`config.mk`:
```
export PLATFORM = sky130hd
export DESIGN_NAME = latched_sram
export DESIGN_NICKNAME = d
export VERILOG_FILES = /design/src/rtl/latched_sram_pkg.sv /design/src/rtl/pin_sync.sv /design/src/rtl/cycle_ctrl.sv /design/src/rtl/sram_array.sv /design/src/rtl/latched_sram.sv
export SDC_FILE = /design/constraint.sdc
export NUM_CORES = 2
export LEC_CHECK = 0
export BUFFER_PORTS_ARGS = -buffer_cell sky130_fd_sc_hd__buf_2
export CAP_MARGIN = 20
export CELL_PAD_IN_SITES_DETAIL_PLACEMENT = 1
export CELL_PAD_IN_SITES_GLOBAL_PLACEMENT = 1
export CORE_MARGIN = 4
export CORE_UTILIZATION = 25
export CTS_CLUSTER_SIZE = 20
export DETAILED_ROUTE_END_ITERATION = 6
export PLACE_DENSITY = 0.41
export SYNTH_ARGS = -nofsm -noshare
export SYNTH_HDL_FRONTEND = slang
export SYNTH_SLANG_ARGS = --single-unit
```
`constraint.sdc`:
```
create_clock -name clk -period 4.2 [get_ports clk]
set_input_delay 0.63 -clock clk [delete_from_list [all_inputs] [get_ports clk]]
set_output_delay 0.63 -clock clk [all_outputs]
set_load 0.05 [all_outputs]
```
`src/rtl/latched_sram_pkg.sv`:
```
// Package: shared types for the latched-address static RAM.
// Assumes every control pin is active low and idles high.
package latched_sram_pkg;

    // Control pins as seen after the sampling registers.
    typedef struct packed {
        logic strobe_n;
        logic wr_n;
        logic sel_n;
        logic sel2_n;
    } ctrl_pins_t;

    localparam int CTRL_W = $bits(ctrl_pins_t);

endpackage

```
`src/rtl/pin_sync.sv`:
```
// Module: pin_sync
// Two-register sampler for asynchronous pins. The output is the pin value
// two clock edges late. Assumes each pin is stable for at least two clocks.
module pin_sync #(
    parameter int           W       = 1,
    parameter logic [W-1:0] RST_VAL = '0
) (
    input  logic         clk,
    input  logic         rst_n,
    input  logic [W-1:0] pin_i,
    output logic [W-1:0] pin_o
);
    logic [W-1:0] stage_a;
    logic [W-1:0] stage_b;

    // Purpose: shift the raw pins through two sampling registers.
    always_ff @(posedge clk) begin
        if (!rst_n) begin
            stage_a <= RST_VAL;
            stage_b <= RST_VAL;
        end else begin
            stage_a <= pin_i;
            stage_b <= stage_a;
        end
    end

    assign pin_o = stage_b;

endmodule

```
`src/rtl/cycle_ctrl.sv`:
```
// Module: cycle_ctrl
// Detects the strobe's fall, latches the address and secondary select, opens
// the write window and raises a one-cycle commit when the window closes.
// It also decides when read data may be driven. Inputs are already sampled.
module cycle_ctrl
    import latched_sram_pkg::*;
#(
    parameter int ADDR_W = 8,
    parameter int DATA_W = 4
) (
    input  logic              clk,
    input  logic              rst_n,
    input  ctrl_pins_t        pins,
    input  logic [ADDR_W-1:0] addr_s,
    input  logic [DATA_W-1:0] din_s,
    output logic [ADDR_W-1:0] lat_addr,
    output logic              we,
    output logic [DATA_W-1:0] wdata,
    output logic              rd_en
);
    logic prev_strobe_n;
    logic strobe_fall;
    logic active;
    logic lat_en;
    logic window;
    logic window_q;
    logic [DATA_W-1:0] hold;

    assign strobe_fall = prev_strobe_n && !pins.strobe_n;

    // Purpose: remember the last sampled strobe for edge detection.
    always_ff @(posedge clk) begin
        if (!rst_n) prev_strobe_n <= 1'b1;
        else        prev_strobe_n <= pins.strobe_n;
    end

    // Purpose: capture the address and secondary select at the strobe's fall.
    always_ff @(posedge clk) begin
        if (!rst_n) begin
            lat_addr <= '0;
            lat_en   <= 1'b0;
            active   <= 1'b0;
        end else if (strobe_fall) begin
            lat_addr <= addr_s;
            lat_en   <= !pins.sel2_n;
            active   <= 1'b1;
        end else if (pins.strobe_n) begin
            active   <= 1'b0;
        end
    end

    assign window = active && lat_en && !pins.strobe_n && !pins.wr_n && !pins.sel_n;

    // Purpose: track the window and hold the latest data seen inside it.
    always_ff @(posedge clk) begin
        if (!rst_n) begin
            window_q <= 1'b0;
            hold     <= '0;
        end else begin
            window_q <= window;
            if (window) hold <= din_s;
        end
    end

    assign we    = window_q && !window;
    assign wdata = hold;
    assign rd_en = active && lat_en && !pins.strobe_n && !pins.sel_n && pins.wr_n;

    // the address pins cannot move the latch inside a cycle.
    p_addr_held_r1: assert property (@(posedge clk) disable iff (!rst_n)
        (active && !pins.strobe_n) |=> $stable(lat_addr));

    // a commit only follows a cycle in which the write line was low.
    p_commit_after_wr_low_r4: assert property (@(posedge clk) disable iff (!rst_n)
        we |-> $past(!pins.wr_n));

    // a commit needs the secondary select to have been captured low.
    p_commit_needs_en_r2: assert property (@(posedge clk) disable iff (!rst_n)
        we |-> lat_en);

endmodule

```
`src/rtl/sram_array.sv`:
```
// Module: sram_array
// Word array with one write port and one asynchronous read port. Resets to
// zero so that a read before any write is defined.
module sram_array #(
    parameter int ADDR_W = 8,
    parameter int DATA_W = 4
) (
    input  logic              clk,
    input  logic              rst_n,
    input  logic              we,
    input  logic [ADDR_W-1:0] waddr,
    input  logic [DATA_W-1:0] wdata,
    input  logic [ADDR_W-1:0] raddr,
    output logic [DATA_W-1:0] rdata
);
    localparam int DEPTH = 1 << ADDR_W;

    logic [DATA_W-1:0] mem [DEPTH];

    // Purpose: clear the array on reset, else store the committed word.
    always_ff @(posedge clk) begin
        if (!rst_n) begin
            for (int i = 0; i < DEPTH; i++) mem[i] <= '0;
        end else if (we) begin
            mem[waddr] <= wdata;
        end
    end

    assign rdata = mem[raddr];

    // a word written at the read location reads back on the next cycle.
    p_write_readback_r8: assert property (@(posedge clk) disable iff (!rst_n)
        (we && waddr == raddr) |=> (!$stable(raddr) || rdata == $past(wdata)));

endmodule

```
`src/rtl/latched_sram.sv`:
```
// Module: latched_sram (top)
// Static RAM with a latched address, a three-pin write window and an output
// enable that frees a shared bus during writes. The pins are asynchronous and
// are sampled on clk; each must stay stable for at least two clocks.
module latched_sram
    import latched_sram_pkg::*;
#(
    parameter int ADDR_W = 8,
    parameter int DATA_W = 4
) (
    input  logic              clk,
    input  logic              rst_n,
    input  logic              strobe_n,
    input  logic              wr_n,
    input  logic              sel_n,
    input  logic              sel2_n,
    input  logic [ADDR_W-1:0] addr,
    input  logic [DATA_W-1:0] din,
    output logic [DATA_W-1:0] dout,
    output logic              dout_en
);
    localparam int BUS_W = ADDR_W + DATA_W;

    ctrl_pins_t        pins_s;
    logic [CTRL_W-1:0] pins_raw;
    logic [CTRL_W-1:0] pins_sync;
    logic [BUS_W-1:0]  bus_sync;
    logic [ADDR_W-1:0] lat_addr;
    logic              we;
    logic [DATA_W-1:0] wdata;
    logic [DATA_W-1:0] rdata;
    logic              rd_en;

    assign pins_raw = {strobe_n, wr_n, sel_n, sel2_n};

    pin_sync #(.W(CTRL_W), .RST_VAL({CTRL_W{1'b1}})) u_ctrl_sync (
        .clk(clk), .rst_n(rst_n), .pin_i(pins_raw), .pin_o(pins_sync)
    );

    pin_sync #(.W(BUS_W), .RST_VAL({BUS_W{1'b0}})) u_bus_sync (
        .clk(clk), .rst_n(rst_n), .pin_i({addr, din}), .pin_o(bus_sync)
    );

    assign pins_s = ctrl_pins_t'(pins_sync);

    cycle_ctrl #(.ADDR_W(ADDR_W), .DATA_W(DATA_W)) u_ctrl (
        .clk(clk), .rst_n(rst_n), .pins(pins_s),
        .addr_s(bus_sync[BUS_W-1:DATA_W]), .din_s(bus_sync[DATA_W-1:0]),
        .lat_addr(lat_addr), .we(we), .wdata(wdata), .rd_en(rd_en)
    );

    sram_array #(.ADDR_W(ADDR_W), .DATA_W(DATA_W)) u_array (
        .clk(clk), .rst_n(rst_n), .we(we), .waddr(lat_addr),
        .wdata(wdata), .raddr(lat_addr), .rdata(rdata)
    );

    assign dout_en = rd_en;
    assign dout    = rd_en ? rdata : '0;

    // no drive while the sampled write line is low.
    p_oe_off_in_write_r7: assert property (@(posedge clk) disable iff (!rst_n)
        dout_en |-> pins_s.wr_n);

    // no drive while the primary select or the strobe is high.
    p_oe_needs_select_r7: assert property (@(posedge clk) disable iff (!rst_n)
        dout_en |-> (!pins_s.sel_n && !pins_s.strobe_n));

    // the data output is quiet whenever it is not enabled.
    p_dout_quiet_r7: assert property (@(posedge clk) disable iff (!rst_n)
        !dout_en |-> (dout == '0));

endmodule

```
## Word level (Yosys, flattened, before mapping)

Memory sizes are Yosys's and may differ from the RTL's. A register that Yosys moved wholly into a read port is not among the register bits.
Cells that the tools add are included.

| cells by class | value |
|---|---|
| multiplexer cells | 12 |
| reduce and logical (&&, ||, !) cells | 15 |

Operator list:

| kind | count |
|---|---|
| 2-to-1 mux 8 bit | 3 |
| logical AND 1 bit | 8 |
| 2-to-1 mux 4 bit | 2 |
| 2-to-1 mux 1 bit | 7 |
| logical NOT 1 bit | 5 |
| OR reduction 4 bit | 1 |
| nonzero test 2 bit | 1 |

| word-level totals | value |
|---|---|
| flip-flop bits (word level) | 48 |
| bits in writable memories | 1024 |
| input bits | 18 |
| output and inout port bits | 5 |
| logic and storage cells | 38 |
| memories kept | 1 |

Memory list:

| memory | words | width | read ports | clocked after memory_dff | write ports | RTL line | RTL |
|---|---|---|---|---|---|---|---|
| u_array.mem | 256 | 4 | 1 | 1 | 256 | sram_array.sv:18 | `logic [DATA_W-1:0] mem [DEPTH];` |

## Depth between registers and ports, before layout

| logic depth | value |
|---|---|
| depth after elaboration | 11 |
| gate-level depth with buffers | 13 |
| gate-level depth less buffers | 7 |

## Modules after synthesis

From an unflattened synthesis, not the netlist that was laid out.

| unflattened totals | value |
|---|---|
| cell total of the unflattened synthesis | 3927 |
| area, all modules | 50911.3 um2 |

By module, submodules not included:

| module | times used | cells each | area an instance (um2) | sequential area each (um2) |
|---|---|---|---|---|
| sram_array | 1 | 3789 | 49383.6 | 30749.5 |
| pin_sync at u_bus_sync | 1 | 50 | 675.6 | 480.5 |
| cycle_ctrl | 1 | 68 | 616.8 | 320.3 |
| pin_sync at u_ctrl_sync | 1 | 16 | 210.2 | 160.2 |
| latched_sram | 1 | 4 | 25.0 | 0.0 |

## Worst setup path after synthesis

No wires, ideal clock.

| timing path | value |
|---|---|
| path type | flip-flop to output port |
| start | register with a tool-made name |
| end | output dout[1] |
| data arrival time | 3.018 ns |
| slack | 0.552 ns |
| cell stages (with the launch flop) | 11 |
| buffers on the path | 5 |
| cells stage by stage | dfxtp_1 buf_4 buf_4 buf_4 clkbuf_1 buf_2 mux4_2 mux2i_1 nand2_1 o2111ai_1 o32ai_1 |

RTL lines:

| what | RTL line | RTL |
|---|---|---|
| end, declared | latched_sram.sv:19 | `output logic [DATA_W-1:0] dout,` |

==> results list <==
* Proportion of power drawn by combinational gates: 3.2%
- Of the total power, the clock network draws 47.2%.
* Violations in the final reports: setup timing
* Internal portion of total power: 19.1 mW
* Pin count of the biggest net entering global routing: 144
- Of the post-synthesis cell area, the dominant cell type holds 64.5%.
* Final period util: 102%
- Traced cell by cell, the critical path runs through buf_6 > buf_12 > buf_12 > buf_6 > mux4_2 > mux4_2 > nor2_2 > nor4_2 > o221ai_2 > buf_6 > o32ai_4 > buf_8.
- CP Buf/Inv Count: 6
- Required time of the critical path: 3570 ps
- Setup repair after global routing could not meet its margin everywhere.
- Setup total negative slack: -232 ps
- Measured along the y axis, the die boundary spans 445 um.
- Among all stages on the critical path, the largest delay is contributed by mux4_2.
* Sequential cell area in the final layout: 31900 um2
- Kind of capture point of the worst setup path: primary output
- Worst Setup Slack post-DPL: 118 ps
- Worst reg2reg setup slack: 820 ps
- The clock reaches the later pin of the worst-skew pair after 790 ps.
* Initial antenna violation count: 3
- Final worst hold slack: 95.8 ps
- Yosys printed 0 warnings.
- Asr flop ratio synth: 0%
- Clock tree synthesis selected as its root buffer the cell clkbuf_16.
- The worst pin sits at a relative slew slack of 22.8%.
- When the netlist entered floorplanning its net count stood at 3493.
- The commonest cells after synthesis are nor2_1 (1054), edfxtp_1 (1024), clkbuf_1 (292).
- In this run the remaining antenna-violating nets after routing total 0.
- Placed wire-length estimate after detailed placement: 114000 um
- After global routing the overflow that remains totals 0.
- A synthesized cell averages 13.7 um2.
- Counting cells, the worst reg-to-reg path comes to 3.
- Post-layout worst setup margin: -81.4 ps
- Sequential element share of the synthesized area: 66.9%
* Via count of the first global-routing pass: 31100
- Wire length of the first global-routing pass: 246000 um
- Die extent in x: 445 um
- Power Density: 433 nW/um2
- Leakage power of the design: 17.7 nW
- IO Pins: 23
- CP max FO: 8
- The run finished, with violations left.
- The number of hold violations in the final report is 0.
- Per-cell via count in the routed design: 4.85
* Count of unique library cells instantiated by Yosys: 56
* Biggest area consumer among synthesized cells: edfxtp_1
* Sequential Power Share: 49.6%
* Switching Power: 5.54 mW
* CP Data Arrival Time: 3650 ps
* Worst IR drop on VDD: 0.402 mV
- In this run the number of H-tree levels came out at 4.
- After detailed routing, the total wire length is 174000 um.
- The path class of the tightest hold or removal check is primary input to flip-flop.
- Hold Path Origin: addr[3]
- After clock tree synthesis, the clock-pin slew on the worst setup and hold paths is 60 ps.
- Buffers inserted during clock tree synthesis total 136.
* Critical path depth: 12
- Max-cap violations in this run came to 0.
- Floorplan die area: 198000 um2
* Cell area after synthesis: 47600 um2
* Bufs on Longest Clock Path: 3
* Area delta synth->final: 19.5%
- Endpoint of the most critical setup path: dout[3]
- The core region is 189000 um2.
- Among all flip-flop cells after synthesis, the most frequent one is edfxtp_1.
* Synth top area cells: edfxtp_1 (65%), mux4_2 (12%), nor2_1 (8.3%)
* RePlAce Congestion: 0.762
- CTS saw 1080 sinks.
- Counting every instance in the synthesized netlist gives 3475.
* Multi-input gate area in the final layout: 14800 um2
- Vias post-DR: 29700
* Drt initial violations: 2127
* Standard-cell rows: 159
- Reg-to-reg endpoint: u_array.mem[59][0]
- Most common cell type on the critical path: buf_6
- Cell type group with the largest total delay on the critical path: multiplexers
- The final layout contains 3541 nets.
* Nature of the critical path startpoint: flip-flop
* Flop and latch count out of synthesis: 1080
- Highest achievable clock rate: 0.234 GHz
- TritonCTS built the clock tree.
- Final setup skew: 33.9 ps
- nor2_1 is the most common cell in the netlist.
* Total Routing Usage GR: 17.4%
* Clock period minus worst slack: 4280 ps
- Number of synthesized flops with an enable pin: 1024
* Average detailed-routed wire length per instance: 28.4 um
* Critical path class: flip-flop to primary output
- Max Transition Viols Final: 0
- After detailed routing, the number of remaining DRC violations is 0.
- Final Core Density: 30.2%
- Final setup violating endpoints: 4
- For this configuration, the core starts out at a cell density of 25.3%.
- Fillers: 19900
* Crit path largest cell delay: 560 ps
- Buffers placed on the I/O ports in this run total 22.
- In the final layout, the share of cells above drive strength 1 is 22.5%.
* Transition time at the pin with the least slew margin: 1150 ps
- Launch instance of the worst register-to-register path: u_ctrl.lat_addr[5]
- Switching Share: 22.4%
- The pre-antenna-repair detailed-routing pass consisted of 5 iterations.
## per-stage QoR
stage | std cells | cell area [um2] | total power, mW
2_1_floorplan | 3475 | 47600 | 12.8
3_3_place_gp | 5815 | 51200 | 13.2
3_5_place_dp | 5815 | 51200 | 13.2
4_1_cts | 6121 | 56700 | 25.0
5_1_grt | 6126 | 56900 | 25.5
6_report | 6129 | 56900 | 24.7
## worst min path at each step
stage	to	slack, ps	cells after the start
floorplan	u_ctrl_sync.pin_o[0]	390	1
global placement	u_ctrl_sync.pin_o[0]	410	1
detailed placement	u_ctrl_sync.pin_o[0]	410	1
CTS	u_bus_sync.stage_a[7]	5	2
global route	u_bus_sync.stage_a[7]	50	2
finish	u_bus_sync.stage_a[7]	100	2
## final cells by class
cell class	count	area share, %
tap	2495	5.48
sequential	1080	56.0
clock inverter	71	1.24
multi-input combinational	2041	25.9
antenna	3	0.0132
clock buffer	175	6.40
inverter	2	0.0176
timing repair buffer	262	4.94
## kinds of logic (layout without fill, tap and decap cells)
family | count (synthesis) | after routing | synth area share (%)
other cells | 0 | 3 | 0
compound gates | 370 | 370 | 4.47
simple gates | 1336 | 1336 | 11.3
mux | 335 | 335 | 14.0
flops | 1080 | 1080 | 66.9
buf+inv | 354 | 510 | 3.33
## sequential cells by signal (all words and copies together) (netlist names), named ones only
name / flops
u_ctrl.lat_en: 1
u_ctrl_sync.pin_o: 4
u_ctrl.lat_addr: 8
u_ctrl.active: 1
u_ctrl_sync.stage_a: 4
u_ctrl.prev_strobe_n: 1
u_bus_sync.stage_a: 12
u_ctrl.wdata: 4
u_ctrl.window_q: 1
u_array.mem: 1024
u_bus_sync.pin_o: 12
## timing repair
action	4_1_cts	5_1_grt
hold endpoints to repair	14	0
hold buffers	14	0
gates resized for setup	93	51
setup buffers	38	9
cloned	9	3
pin swaps	19	17
setup endpoints to repair	4	4
## power by group through the flow
stage	registers, mW	logic [mW]	clock network (mW)
3_3_place_gp	12.5	0.759	0
5_1_grt	12.3	0.851	12.4
6_report	12.2	0.798	11.6
4_1_cts	12.2	0.808	12.0
2_1_floorplan	12.4	0.463	0
3_5_place_dp	12.5	0.761	0
## metal layers
layer / vias up / track usage (%) / wire [um]
li1: 12900 / - / -
met1: 16100 / 24.6 / 81300
met2: 566 / 28.8 / 83600
met3: 167 / 2.42 / 6250
met4: 0 / 3.43 / 2690
met5: - / 0 / 0
## layout by cell type, fill, tap and decap left out, types with 10 or more instances in the layout
master	n
nor2_1	1050
edfxtp_1	1024
o21ai_0	260
mux4_2	255
buf_4	161
clkbuf_16	143
nand2_1	126
dfxtp_1	51
mux2i_1	39
buf_12	39
and2_1	35
clkbuf_1	34
mux2_2	29
clkinv_2	27
clkinv_1	20
nand3_1	20
nor2b_1	19
buf_2	17
nand2b_1	16
a22oi_1	16
dlygate4sd3_1	14
o221ai_1	13
buf_16	11
a21oi_1	10
nand3_4	10
Power figures use the tool's default switching activity.
